===== src/rtl/sgnx_mult_pkg.sv =====
// Package: shared constants and width helpers for the signed array multiplier.
// Assumes: operand width of at least 2 bits.
package sgnx_mult_pkg;

    localparam int unsigned SGNX_DEFAULT_W = 5;

    // Width of the full product for a given operand width.
    function automatic int unsigned prod_width(input int unsigned w);
        return 2 * w;
    endfunction

endpackage


===== src/rtl/sgnx_operand_prep.sv =====
// Module: sgnx_operand_prep
// Brings both operands to N+1 bits. If the multiplier is negative, negates
// both, so the multiplier handed on is always non-negative.
// Assumes: N >= 2. The magnitude of -2^(N-1) fits in the N low bits handed on.
module sgnx_operand_prep #(
    parameter int unsigned N = 5
) (
    input  logic [N-1:0] mcand_in,
    input  logic [N-1:0] mplier_in,
    output logic [N:0]   mcand_adj,
    output logic [N-1:0] mplier_mag
);
    localparam int unsigned XW = N + 1;

    logic [XW-1:0] mcand_ext;
    logic [XW-1:0] mplier_ext;
    logic [XW-1:0] mplier_adj;
    logic          flip;

    // Widen by one sign bit and negate both operands when the multiplier is negative.
    always_comb begin
        mcand_ext  = {mcand_in[N-1], mcand_in};
        mplier_ext = {mplier_in[N-1], mplier_in};
        flip       = mplier_in[N-1];
        mcand_adj  = flip ? (~mcand_ext + 1'b1) : mcand_ext;
        mplier_adj = flip ? (~mplier_ext + 1'b1) : mplier_ext;
        mplier_mag = mplier_adj[N-1:0];
    end
endmodule


===== src/rtl/sgnx_pp_rows.sv =====
// Module: sgnx_pp_rows
// Builds N partial-product rows. Row i is the (N+1)-bit signed multiplicand,
// sign-extended to the product width and shifted left by i, or zero when
// multiplier bit i is clear.
// Assumes: the multiplier is non-negative, so there is no negative-weight row.
module sgnx_pp_rows #(
    parameter int unsigned N  = 5,
    parameter int unsigned PW = 2 * N
) (
    input  logic [N:0]           mcand_adj,
    input  logic [N-1:0]         mplier_mag,
    output logic [N-1:0][PW-1:0] rows
);
    localparam int unsigned EXT = PW - (N + 1);

    logic [PW-1:0] mcand_full;

    // Sign-extend the adjusted multiplicand to the full product width.
    always_comb begin
        mcand_full = {{EXT{mcand_adj[N]}}, mcand_adj};
    end

    for (genvar i = 0; i < N; i++) begin : g_row
        // Gate the shifted multiplicand with multiplier bit i.
        always_comb begin
            rows[i] = mplier_mag[i] ? (mcand_full << i) : '0;
        end
    end
endmodule


===== src/rtl/sgnx_row_adder.sv =====
// Module: sgnx_row_adder
// Adds the partial-product rows through a chain of adders that are each
// as wide as the product. Carries out of the top bit are dropped.
// Assumes: the true product fits in PW signed bits.
module sgnx_row_adder #(
    parameter int unsigned N  = 5,
    parameter int unsigned PW = 2 * N
) (
    input  logic [N-1:0][PW-1:0] rows,
    output logic [PW-1:0]        sum
);
    logic [N:0][PW-1:0] partial;

    // Seed the chain with zero.
    always_comb begin
        partial[0] = '0;
    end

    for (genvar i = 0; i < N; i++) begin : g_add
        // Add row i to the running total, modulo 2^PW.
        always_comb begin
            partial[i+1] = partial[i] + rows[i];
        end
    end

    // Hand on the final total.
    always_comb begin
        sum = partial[N];
    end
endmodule


===== src/rtl/sgnx_array_mult.sv =====
// Module: sgnx_array_mult (top)
// Signed array multiplier with one output register. Operand preparation,
// row generation and row addition are combinational. product_o loads every
// cycle and is cleared by the synchronous active-low reset.
// Assumes: N >= 2.
module sgnx_array_mult
    import sgnx_mult_pkg::*;
#(
    parameter int unsigned N = SGNX_DEFAULT_W
) (
    input  logic                     clk,
    input  logic                     rst_n,
    input  logic [N-1:0]             mcand_i,
    input  logic [N-1:0]             mplier_i,
    output logic [prod_width(N)-1:0] product_o
);
    localparam int unsigned PW = prod_width(N);

    logic [N:0]           mcand_adj;
    logic [N-1:0]         mplier_mag;
    logic [N-1:0][PW-1:0] rows;
    logic [PW-1:0]        sum;

    sgnx_operand_prep #(.N(N)) u_prep (
        .mcand_in   (mcand_i),
        .mplier_in  (mplier_i),
        .mcand_adj  (mcand_adj),
        .mplier_mag (mplier_mag)
    );

    sgnx_pp_rows #(.N(N), .PW(PW)) u_rows (
        .mcand_adj  (mcand_adj),
        .mplier_mag (mplier_mag),
        .rows       (rows)
    );

    sgnx_row_adder #(.N(N), .PW(PW)) u_add (
        .rows (rows),
        .sum  (sum)
    );

    // Capture the product each cycle; clear it on reset.
    always_ff @(posedge clk) begin
        if (!rst_n) begin
            product_o <= '0;
        end else begin
            product_o <= sum;
        end
    end
endmodule


===== config.mk =====
export PLATFORM = sky130hd
export DESIGN_NAME = sgnx_array_mult
export DESIGN_NICKNAME = d
export VERILOG_FILES = /design/src/rtl/sgnx_mult_pkg.sv /design/src/rtl/sgnx_operand_prep.sv /design/src/rtl/sgnx_pp_rows.sv /design/src/rtl/sgnx_row_adder.sv /design/src/rtl/sgnx_array_mult.sv
export SDC_FILE = /design/constraint.sdc
export NUM_CORES = 1
export LEC_CHECK = 0
export BUFFER_PORTS_ARGS = -buffer_cell sky130_fd_sc_hd__buf_2
export CELL_PAD_IN_SITES_DETAIL_PLACEMENT = 1
export CELL_PAD_IN_SITES_GLOBAL_PLACEMENT = 1
export CORE_MARGIN = 4
export CORE_UTILIZATION = 35
export DETAILED_ROUTE_END_ITERATION = 6
export PLACE_DENSITY_LB_ADDON = 0.1
export SETUP_SLACK_MARGIN = 0.02
export SLEW_MARGIN = 0
export SYNTH_ARGS = -nofsm -noshare
export SYNTH_HDL_FRONTEND = slang
export SYNTH_SLANG_ARGS = --single-unit
export TNS_END_PERCENT = 10

===== constraint.sdc =====
create_clock -name clk -period 5.9 [get_ports clk]
set_input_delay 0.59 -clock clk [delete_from_list [all_inputs] [get_ports clk]]
set_output_delay 0.59 -clock clk [all_outputs]
set_load 0.01 [all_outputs]

### After elaboration in Yosys (flattened, before gate mapping)

Index checks and enable logic that the tools add are counted.

* word-level logic and storage cells: 16
* flip-flop bits (word level): 10
* input bits: 12
* output and inout port bits: 10

* bitwise operators: 2
* muxes and demuxes: 7
* add/sub/neg operators: 6

Operators with widths (number)
* 10-bit two-way mux: 5
* 10-bit adder: 4
* 6-bit by 1-bit adder with 6-bit output (second input constant): 1
* 6-bit two-way mux: 1
* 6-bit inverter: 1
* 5-bit by 1-bit adder with 5-bit output (second input constant): 1
* 5-bit two-way mux: 1
* 5-bit inverter: 1

### Longest topological paths before layout

* word-level depth: 8
* gate-level depth with buffers: 17
* gate-level depth less buffers: 17

### Hierarchy

Synthesis repeated with hierarchy kept, for this count alone.

* cells, all modules: 240
* area total of the unflattened synthesis: 1973.1 um^2

By module, submodules not included
* sgnx_row_adder: area an instance 1157.4 um^2, times used 1, cells an instance 139, sequential area each 0.0 um^2
* sgnx_pp_rows: area an instance 341.6 um^2, times used 1, cells an instance 51, sequential area each 0.0 um^2
* sgnx_array_mult: area an instance 262.8 um^2, times used 1, cells an instance 20, sequential area each 200.2 um^2
* sgnx_operand_prep: area an instance 211.5 um^2, times used 1, cells an instance 30, sequential area each 0.0 um^2

### Worst setup path before layout

Ideal clock, no wire load.

* path type: input -> register
* start point: in mcand_i[2]
* end point: reg product_o[8]
* path buffers: 0
* data required time: 5784 ps
* data arrival time: 4175 ps
* cell stages on the path: 14
* setup slack: 1610 ps
* library setup time: 116 ps
* cells stage by stage: or4_4 -> a21o_2 -> nand2_1 -> inv_1 -> fa_1 -> fa_1 -> inv_1 -> fa_1 -> inv_1 -> fa_1 -> a21o_1 -> a21oi_1 -> xor2_1 -> nor2_1

* cells in the longest elaborated chain, start to end: 8
* elaborated cells on any way between the ends: 12
* those cells by class: 5 x add/sub; 6 x mux; 1 x bitwise

RTL lines
* from (decl): line sgnx_array_mult.sv:13 `input logic [N-1:0] mcand_i,`
* 6-bit inverter: line sgnx_operand_prep.sv:25 `mcand_adj = flip ? (~mcand_ext + 1'b1) : mcand_ext;`
* 6-bit by 1-bit adder with 6-bit output: line sgnx_operand_prep.sv:25
* 6-bit two-way mux *: line sgnx_operand_prep.sv:25
* 10-bit two-way mux: line sgnx_pp_rows.sv:26 `rows[i] = mplier_mag[i] ? (mcand_full << i) : '0;`
* 10-bit adder (3 in series): line sgnx_row_adder.sv:22 `partial[i+1] = partial[i] + rows[i];`
* 10-bit adder *: line sgnx_row_adder.sv:22
* to (signal assigned): line sgnx_array_mult.sv:47 `product_o <= sum;`
* to (decl): line sgnx_array_mult.sv:15 `output logic [prod_width(N)-1:0] product_o`

Every way passes the cells marked *; elsewhere a longest branch is shown, timed or not.
A chain may end at the register's enable or synchronous reset.

### Final worst setup path

* start point: in mcand_i[0]
* end point: reg product_o[8]

The elaborated chain is that of the path after synthesis.

==> metrics <==
outcome=complete, no violations; global placement routability congestion=0.790; grt met2 use=25.5%; synth cell count leaders=31 x inv_1, 18 x fa_1, 17 x nor2_1; Final setup viols=0; Mapped Cells=147; setup_tns=0 ns; Final Cycle Share=79.0%; top-area cell type share of the netlist area=28.1%; DRT Wirelength=2.92 mm; Synth Area per Inst=8.72 um2; clk sinks=10; sequential element share of the synthesized area=15.6%; WL/cell=13.4 um; ranking of synthesized cells by area=fa_1 28%, dfxtp_1 16%, ha_1 9.8%; final non-filler cell total=217; largest net degree at the start of global routing=14; Pleak=0.000785 uW; flops & latches, synth=10; met3 Resource Use GR=2.59%; Avg Vias per Cell=4.80; Netlist cell types=31; hold endpoint=product_o[1]; # port buffers=21; setup repair bufs after CTS=0; Post-synth ARST share=0%; P&R area growth vs syn=16.7%; CTS Buf Count=3; crit path max fanout=6; nets@finish=212; DRC Markers=0; GRT Util Overall=14.9%; Max-slew headroom=63.2%; largest area contributor in the netlist=fa_1; die area=0.00470 mm2; via count=1,042; hold_buf cts=0; Tmin final=4.66 ns; drt first pass iters=4; max_cap viols=0; maximum vdd drop=0.123 mV; CTS tree=built; Clock Pin Slew Worst Setup and Hold Paths=0.05 ns; Die H=68.5 um; # IOs=22; Min Hold Slack=0.655 ns; most frequent cell after synthesis=inv_1; row cnt=21; first-pass GRT wire length=5.23 mm; ys flop type=dfxtp_1; critical path capture point type=flop; fraction of layout cells with a size suffix above 1=17.0%; Top reg by flops=product_o; WHS Path Cells=2; top flop regs=product_o: 10 flops; Slew @ Worst Pin=0.549 ns; filler instances=418; Initial Utilization=37.3%; Arrival @ worst endpoint=4.79 ns; number of global-route vias before repair=1,122; net count after synthesis=187; post-CTS resize count=0; Starting DRT DRC Count=38; busiest grt layer=met2; EDFF count, synth=0; final hold vios=0; fin. max-slew vios=0; Largest register FFs=10; initial antenna violation count=0; Hold Path Class=in2reg; Die W=68.5 um; area of the core=0.00344 mm2; dpl cells=213; Worst setup SP type=primary input; PD cells=300 mW/mm2; gr ovfl total=0; met1 GRT Util=20.1%; H-tree depth=1; ant diodes=0; critical path type=in2reg; Worst Setup SP=mcand_i[0]; worst hold start=rst_n; RSZ-0062 raised after global routing=no; ANT nets after route=0; worst path required time=6.02 ns; Yosys warning total=0; clock tree buffer depth=2; Root Buffer=clkbuf_8; HPWL after DPL=2.61 mm; Post-Syn Area=0.00128 mm2; Fmax achieved=0.214 GHz
critical path, stage by stage:
cell	delay [ns]
buf_2	0.14
inv_1	0.12
ha_1	0.15
inv_1	0.05
o31ai_1	0.29
xnor2_1	0.22
and2_1	0.23
fa_1	0.51
fa_1	0.57
inv_1	0.06
fa_1	0.53
inv_1	0.04
ha_1	0.23
fa_1	0.42
a21o_1	0.17
a21oi_1	0.22
xor2_1	0.17
nor2_1	0.05
cells by family (layout without fill, tap and decap cells):
logic type                 after synthesis  in the layout  synth area share (%)
adders and majority gates               28             28                  37.9
and+or+nand+nor                         49             49                  18.4
xor gates and xnor gates                10             10                  7.90
buffers and inverters                   32             56                  9.37
DFF                                     10             10                  15.6
muxes                                    1              1                 0.781
AOI/OAI and AO/OA                       17             17                  10.0
metal layers:
| layer | vias to the layer above | share of wire, % |
|---|---|---|
| li1 | 505 | - |
| met1 | 510 | 46 |
| met2 | 24 | 50 |
| met3 | 3 | 4.5 |
| met4 | 0 | 0.38 |
| met5 | - | 0 |
worst max path at each step:
stage / to / slack [ns] / depth (start not counted)
after floorplan: product_o[8] / 1.61 / 14
after global placement: product_o[8] / 1.01 / 18
after detailed placement: product_o[8] / 0.96 / 18
after CTS: product_o[8] / 1.20 / 18
after global routing: product_o[8] / 0.90 / 18
final: product_o[8] / 1.24 / 18
metrics by stage:
stage,worst slack [ns],area [um2],util [%],power [uW]
finish,1.24,1500,43.5,449
global route,0.898,1500,43.5,512
detailed placement,0.964,1440,41.9,374
floorplan,1.61,1280,-,295
CTS,1.20,1500,43.5,463
global placement,1.01,1440,41.9,367
where the power goes:
group	switching, uW	internal, uW	total [uW]
sequential	4.92	90.3	95.2
combinational	156	115	271
clock	25.1	58.5	83.6
area by class of cell:
| cell class | instances | area, um2 | area share (%) |
|---|---|---|---|
| clock buffers | 4 | 55.1 | 3.68 |
| inverters | 31 | 116 | 7.78 |
| multi-input cells | 105 | 962 | 64.3 |
| flip-flops and latches | 10 | 200 | 13.4 |
| well taps | 46 | 57.6 | 3.85 |
| repair buffers | 21 | 105 | 7.02 |
placed cells by master, fill, tap and decap left out, drive strengths merged:
| cell | netlist | routed |
|---|---|---|
| a2111oi | 1 | 1 |
| a211oi | 2 | 2 |
| a21o | 3 | 3 |
| a21oi | 1 | 1 |
| a31o | 1 | 1 |
| and2 | 8 | 8 |
| and2b | 1 | 1 |
| buf | 0 | 21 |
| clkbuf | 1 | 4 |
| dfxtp | 10 | 10 |
| fa | 18 | 18 |
| ha | 10 | 10 |
| inv | 31 | 31 |
| mux2i | 1 | 1 |
| nand2 | 13 | 13 |
| nand2b | 2 | 2 |
| nand3 | 1 | 1 |
| nand4 | 1 | 1 |
| nor2 | 17 | 17 |
| nor2b | 2 | 2 |
| nor3 | 1 | 1 |
| nor3b | 1 | 1 |
| o2111ai | 1 | 1 |
| o21a | 2 | 2 |
| o21ai | 3 | 3 |
| o31ai | 3 | 3 |
| or2 | 1 | 1 |
| or4 | 1 | 1 |
| xnor2 | 5 | 5 |
| xnor3 | 1 | 1 |
| xor2 | 4 | 4 |
Note: power is estimated with default switching activity, not from simulation.
